File: src/rtl/tirq_pkg.sv
package tirq_pkg;
    // Per-timer interrupt state: held level bit and one-cycle pulse
    typedef struct packed {
        logic status;
        logic pulse;
    } slot_state_t;
endpackage

File: src/rtl/tirq_slot.sv
module tirq_slot
    import tirq_pkg::*;
(
    input  logic clk,
    input  logic rst_n,
    input  logic fire_i,
    input  logic disarm_i,
    input  logic armed_i,
    input  logic level_i,
    input  logic clr_i,
    output logic status_o,
    output logic pulse_o
);
    slot_state_t st_d, st_q;

    always_comb begin
        st_d       = st_q;
        st_d.pulse = 1'b0;
        if (disarm_i) begin
            st_d.status = 1'b0;
        end else if (fire_i) begin
            if (!armed_i) begin
                st_d.status = 1'b0;
            end else if (level_i) begin
                st_d.status = 1'b1;
            end else begin
                st_d.status = 1'b0;
                st_d.pulse  = 1'b1;
            end
        end else if (clr_i) begin
            st_d.status = 1'b0;
        end
    end

    always_ff @(posedge clk or negedge rst_n) begin
        if (!rst_n) st_q <= '0;
        else        st_q <= st_d;
    end

    assign status_o = st_q.status;
    assign pulse_o  = st_q.pulse;
endmodule

File: src/rtl/tirq_route_sel.sv
module tirq_route_sel #(
    parameter int NT     = 3,
    parameter int RW     = 5,
    parameter int LEG_R0 = 2,
    parameter int LEG_R1 = 8
) (
    input  logic             legacy_i,
    input  logic [NT*RW-1:0] cfg_route_i,
    output logic [NT*RW-1:0] eff_route_o
);
    for (genvar i = 0; i < NT; i++) begin : g_sel
        if (i == 0) begin : g_leg0
            assign eff_route_o[i*RW +: RW] = legacy_i ? RW'(LEG_R0) : cfg_route_i[i*RW +: RW];
        end else if (i == 1) begin : g_leg1
            assign eff_route_o[i*RW +: RW] = legacy_i ? RW'(LEG_R1) : cfg_route_i[i*RW +: RW];
        end else begin : g_cfg
            assign eff_route_o[i*RW +: RW] = cfg_route_i[i*RW +: RW];
        end
    end
endmodule

File: src/rtl/tirq_line_merge.sv
module tirq_line_merge #(
    parameter int NT = 3,
    parameter int NL = 32,
    parameter int RW = 5
) (
    input  logic [NT-1:0]    active_i,
    input  logic [NT*RW-1:0] route_i,
    output logic [NL-1:0]    lines_o
);
    always_comb begin
        lines_o = '0;
        for (int l = 0; l < NL; l++) begin
            for (int i = 0; i < NT; i++) begin
                if (active_i[i] && (route_i[i*RW +: RW] == RW'(l))) lines_o[l] = 1'b1;
            end
        end
    end
endmodule

File: src/rtl/tirq_status_router.sv
module tirq_status_router #(
    parameter int NT     = 3,
    parameter int NL     = 32,
    parameter int SW     = 32,
    parameter int LEG_R0 = 2,
    parameter int LEG_R1 = 8
) (
    input  logic                        clk,
    input  logic                        rst_n,
    input  logic                        glb_enable,
    input  logic                        legacy_mode,
    input  logic [NT-1:0]               tmr_enable,
    input  logic [NT-1:0]               tmr_level,
    input  logic [NT*$clog2(NL)-1:0]    tmr_route,
    input  logic [NT-1:0]               fire,
    input  logic [NT-1:0]               disarm,
    input  logic                        sts_wr,
    input  logic [SW-1:0]               sts_wdata,
    output logic [SW-1:0]               sts_rdata,
    output logic [NL-1:0]               irq_lines
);
    localparam int RW = $clog2(NL);

    logic [NT-1:0]    status_w;
    logic [NT-1:0]    pulse_w;
    logic [NT*RW-1:0] eff_route_w;

    for (genvar i = 0; i < NT; i++) begin : g_slot
        tirq_slot i_slot (
            .clk      (clk),
            .rst_n    (rst_n),
            .fire_i   (fire[i]),
            .disarm_i (disarm[i]),
            .armed_i  (tmr_enable[i] & glb_enable),
            .level_i  (tmr_level[i]),
            .clr_i    (sts_wr & sts_wdata[i]),
            .status_o (status_w[i]),
            .pulse_o  (pulse_w[i])
        );
    end

    tirq_route_sel #(.NT(NT), .RW(RW), .LEG_R0(LEG_R0), .LEG_R1(LEG_R1)) i_route (
        .legacy_i    (legacy_mode),
        .cfg_route_i (tmr_route),
        .eff_route_o (eff_route_w)
    );

    tirq_line_merge #(.NT(NT), .NL(NL), .RW(RW)) i_merge (
        .active_i (status_w | pulse_w),
        .route_i  (eff_route_w),
        .lines_o  (irq_lines)
    );

    assign sts_rdata = SW'(status_w);
endmodule

File: config.mk
export PLATFORM = sky130hd
export DESIGN_NAME = tirq_status_router
export DESIGN_NICKNAME = d
export VERILOG_FILES = /design/src/rtl/tirq_pkg.sv /design/src/rtl/tirq_slot.sv /design/src/rtl/tirq_route_sel.sv /design/src/rtl/tirq_line_merge.sv /design/src/rtl/tirq_status_router.sv
export SDC_FILE = /design/constraint.sdc
export NUM_CORES = 1
export LEC_CHECK = 0
export BUFFER_PORTS_ARGS = -buffer_cell sky130_fd_sc_hd__clkbuf_2
export CORE_UTILIZATION = 34
export CTS_CLUSTER_SIZE = 14
export DETAILED_ROUTE_END_ITERATION = 16
export PLACE_DENSITY = 0.87
export SYNTH_ARGS = -nofsm -noshare
export SYNTH_HDL_FRONTEND = slang
export SYNTH_SLANG_ARGS = --single-unit
File: constraint.sdc
create_clock -name clk -period 1 [get_ports clk]
set_input_delay 0.05 -clock clk [delete_from_list [all_inputs] [get_ports clk]]
set_output_delay 0.05 -clock clk [all_outputs]
set_load 0.05 [all_outputs]
* Yosys cells after proc, flatten, opt, wreduce, memory -nomap -nowiden
Cells that the tools add are included.
Storage, ports and cells: register bits 6
Operators by class: reduce and logical (&&, ||, !) cells 102, bitwise operators 7, muxes and demuxes 125, equal/unequal tests 93
Operators by type and width (count):
- == test 5 bit (second input constant) | 48
- 2-to-1 mux 1 bit | 123
- == test 5 x 4 -> 1 bit (second input constant) | 24
- logical AND 1 bit | 96
- == test 5 x 3 -> 1 bit (second input constant) | 12
- == test 5 x 2 -> 1 bit (second input constant) | 6
- == test 5 x 1 -> 1 bit (second input constant) | 3
- zero test 5 bit | 3
- 2-to-1 mux 5 bit | 2
- nonzero test 3 bit | 3
- bitwise AND 1 bit | 6
- OR 3 bit | 1

* Depth between registers and ports, before layout
word-level depth 6, depth in mapped cells 5, depth with buffers taken out 3

* Hierarchy
From an unflattened synthesis, not the netlist that was laid out.
Unflattened totals: cells, all modules 216, area total of the unflattened synthesis 1522.7 um^2
By module, submodules not included:
- tirq_line_merge | cells each 144, seq. area each 0.0 um^2, area an instance 908.4 um^2, instances 1
- tirq_status_router | cells each 39, seq. area each 0.0 um^2, area an instance 277.8 um^2, instances 1
- tirq_slot | cells each 6, seq. area each 50.0 um^2, area an instance 78.8 um^2, instances 3
- tirq_route_sel | cells each 15, seq. area each 0.0 um^2, area an instance 100.1 um^2, instances 1

* Worst setup path after synthesis
No wires, ideal clock.
path kind register -> output, start point register g_slot[1].i_slot.st_q (netlist bit g_slot[1].i_slot.status_o), end point output port irq_lines[28], arrival time 1.557 ns, path buffers 0, path slack -0.607 ns, stages on the path, launching flop included 4, cell sequence dfrtp_1 > o21a_1 > nand4b_1 > o221ai_1
Between the ends: word-level cells in the longest chain between the ends 4
Ends and longest elaborated chain:
- from (decl) | line tirq_slot.sv:14 | slot_state_t st_d, st_q;
- from (signal assigned) | line tirq_slot.sv:37 | else st_q <= st_d;
- OR 3 bit | line tirq_status_router.sv:49 | .active_i (status_w | pulse_w),
- logical AND 1 bit | line tirq_line_merge.sv:14 | if (active_i[i] && (route_i[i*RW +: RW] == RW'(l))) lines_o[l] = 1'b1;
- 2-to-1 mux 1 bit (2 in series) | line tirq_line_merge.sv:14
- to (decl) | line tirq_status_router.sv:20 | output logic [NL-1:0] irq_lines
No other way between the ends.

* Worst setup path in the final report
start point register g_slot[1].i_slot.st_q (netlist bit g_slot[1].i_slot.status_o), end point output port irq_lines[18]
The elaborated chain is that of the path after synthesis.

==> out/qor.csv <==
metric,value,unit
Post-Synthesis Cell Area,1389,um^2
vias in the first global route,2312,
Hold Crit Class,input pin to register,
port buffer count,69,
layout cells sized above 1,67.67,%
CTS tree,yes,
Final WS setup,-617.8,ps
TritonCTS buffer count,3,
crit-path cells,o21a_2 > nand2_2 > o211ai_1 > clkbuf_16,
area grow syn2layout,152.9,%
initial antenna violation count,0,
Post-Synth XOR/XNOR Area,0,%
CP Launch Type,register,
Slew @ Worst Pin,542.1,ps
hold wc startpoint,fire[1],
status,"finished, violations left",
post-synthesis async set-or-reset flop share,100.0,%
DR vias,2344,
Iteration-0 DRC Markers,216,
number of synthesized register bits,6,
R2R depth,4,
die height,65.91,um
final setup fails,33,
period utilization,161.8,%
worst-path fanout max,4,
wire length per cell,22.70,um
DP Cell Count,361,
vias per std cell,6.185,
final core occ,92.46,%
WL final,8.603,mm
Leak,1.375,nW
first-pass GRT wire length,11.74,mm
# Max-Cap Violations,0,
DP HPWL,5.316,mm
Worst EP arrival,1570,ps
Worst slew margin,63.78,%
Nets,397,
largest family of logic cells by synthesized area,simple AND/OR/NAND/NOR gates,
slowest CP cell,dfrtp_1,
Critical Path RT,950,ps
Area after DPL,2920,um^2
H-Tree Depth,1,
final global-route overflow total,0,
Cell variety after synth,35,
final hold vios,0,
number of diodes,0,
Total Power,1.637,mW
worst hold endpoint,g_slot[1].i_slot.pulse_o,
"EDFF count, synth",0,
Post-Syn Instances,194,
fin. max-slew vios,0,
pin count of the biggest net entering global routing,10,
Setup Skew,0,ps
Power Dens Cells,466.0,nW/um^2
Ys Warns,0,
capture point of the worst reg-to-reg path,g_slot[0].i_slot.status_o,
Cell Rows,22,
failing checks,setup timing,
Simple-Gate Fraction of Synth Area,37.93,%
post-route insts no fill,379,
reg2reg setup slack,30,ps
RSZ-0062 raised after global routing,true,
Synth Flop Type,dfrtp_1,
Peak VDD IR,0.8035,mV
Die W,65.91,um
area of the die,4344,um^2
post-synthesis adder-cell area fraction,0,%
R2R Path Start,g_slot[0].i_slot.status_o,
Setup CP Type,register to output pin,
Final min period,1618,ps
"Design Area, Final",3512,um^2
GP Congestion,0.9571,
sequential area share after synthesis,10.81,%
Starting Density,36.56,%
CTS clock-pin slew for the worst setup and hold paths,40,ps
compound-gate portion of the synthesized area,28.56,%
DRT Pass-1 Iters,5,
Place WS,-420.5,ps
Min-Delay Path Depth,3,
WHS,121.3,ps
fillers,134,
I/O pin count,128,
total track usage,35.82,%
Max Root-Sink Buffers,2,
crit end category,output pin,
Core ar.,3799,um^2
clk sinks,6,
drt drc,0,
synthesized area per cell,7.159,um^2
TNS Setup,-16940,ps
Skew-Pair Late Insertion Delay,230,ps
post-synthesis mux area share,0,%
CP peak stage delay,380,ps
Detail Route Antenna Nets,0,
Fmax,618.1,MHz
Root Buffer Master,clkbuf_8,
-- cells by family after synthesis --
group                  count (synthesis)
AO/OA/AOI/OAI                         48
other                                  1
AND/OR/NAND/NOR                       92
flip-flops                             6
buffers and inverters                 47
-- report_power, final --
part           internal (mW)  total, mW  switching (mW)
registers              0.249      0.255         0.00581
clock network          0.260      0.383           0.122
logic                  0.323      0.999           0.677
total                  0.832       1.64           0.805
-- flip-flops by register name, summed over array words and instances (netlist names) --
signal	count
g_slot.i_slot.pulse_o	3
g_slot.i_slot.status_o	3
-- timing repair --
action,CTS,global route
gates cloned,1,0
pin swaps,14,10
endpoints found under the hold margin,9,0
resized for setup,63,24
setup buffers,7,6
hold buffers,4,0
setup endpoints to repair,35,35
-- worst max-delay path by stage --
| stage | from | to | slack, ps | cells after the start |
|---|---|---|---|---|
| 6_report | g_slot[1].i_slot.status_o | irq_lines[18] | -620 | 4 |
| 5_1_grt | g_slot[1].i_slot.status_o | irq_lines[18] | -640 | 4 |
| 4_1_cts | g_slot[2].i_slot.status_o | irq_lines[26] | -540 | 5 |
| 3_5_place_dp | legacy_mode | irq_lines[0] | -420 | 6 |
| 3_3_place_gp | legacy_mode | irq_lines[1] | -320 | 6 |
| 2_1_floorplan | g_slot[1].i_slot.status_o | irq_lines[26] | -560 | 3 |
-- cells in the mapped netlist (all sizes together), types with 2 or more instances --
master / count / share of area, %
a211oi: 3 / 1.6
and3b: 2 / 1.3
buf: 39 / 20
clkbuf: 4 / 1.1
dfrtp: 6 / 11
inv: 4 / 1.1
nand2: 16 / 4.3
nand2b: 3 / 1.4
nand3: 31 / 11
nand3b: 2 / 1.1
nand4: 7 / 3.2
nand4b: 4 / 2.5
nor2: 9 / 2.4
nor2b: 5 / 2.3
nor3: 3 / 1.1
nor3b: 5 / 4.2
o211ai: 2 / 1.1
o21a: 3 / 1.6
o21ai: 2 / 0.72
o21ba: 3 / 2.2
o221ai: 30 / 19
o22ai: 2 / 0.90
or3: 2 / 1.3
-- critical path, delay by kind of cell (launching register included) --
kind	cells	cell delay [ps]
AOI/OAI and AO/OA	2	580
buffers and inverters	1	230
DFF	1	380
and+or+nand+nor	1	140
-- cell usage in the layout (no fill, tap or decap), types with 2 or more instances in the layout --
| cell | n |
|---|---|
| buf_12 | 29 |
| nand3_4 | 2 |
| nand4_1 | 7 |
| a211oi_1 | 3 |
| nand2_4 | 3 |
| buf_6 | 15 |
| buf_8 | 4 |
| o21ai_0 | 2 |
| o211ai_1 | 2 |
| nor3b_2 | 2 |
| nand3_2 | 20 |
| o21a_4 | 2 |
| o21ba_4 | 2 |
| dfrtp_1 | 5 |
| nor3_1 | 3 |
| nand2_2 | 5 |
| buf_4 | 59 |
| nand3b_1 | 2 |
| nor2_1 | 8 |
| clkbuf_2 | 34 |
| dlygate4sd3_1 | 4 |
| nor3b_1 | 2 |
| nand2_1 | 7 |
| clkbuf_16 | 2 |
| nand3_1 | 9 |
| inv_1 | 4 |
| conb_1 | 29 |
| clkbuf_8 | 5 |
| nand2b_1 | 3 |
| and3b_1 | 2 |
| nor2b_1 | 5 |
| nand4b_1 | 4 |
| o221ai_4 | 23 |
| o221ai_2 | 7 |
-- metal layers --
metal | share of wire [%] | track usage (%) | up-vias | wire length (um)
met5 | 0 | 0 | - | 0
met4 | 4.6 | 15.49 | 0 | 392
met3 | 8.0 | 6.724 | 44 | 687
met2 | 51 | 64.92 | 207 | 4372
met1 | 37 | 40.04 | 1113 | 3151
li1 | - | - | 980 | -
-- final cells by class --
type | instances | area, um^2 | area share, %
Inverter | 4 | 15.01 | 0.4275
Timing Repair Buffer | 149 | 1540 | 43.85
Sequential cell | 6 | 151.4 | 4.311
Tap cell | 48 | 60.06 | 1.710
Clock buffer | 3 | 41.29 | 1.176
Multi-Input combinational cell | 169 | 1704 | 48.52
Note: power is estimated with default switching activity, not from simulation.
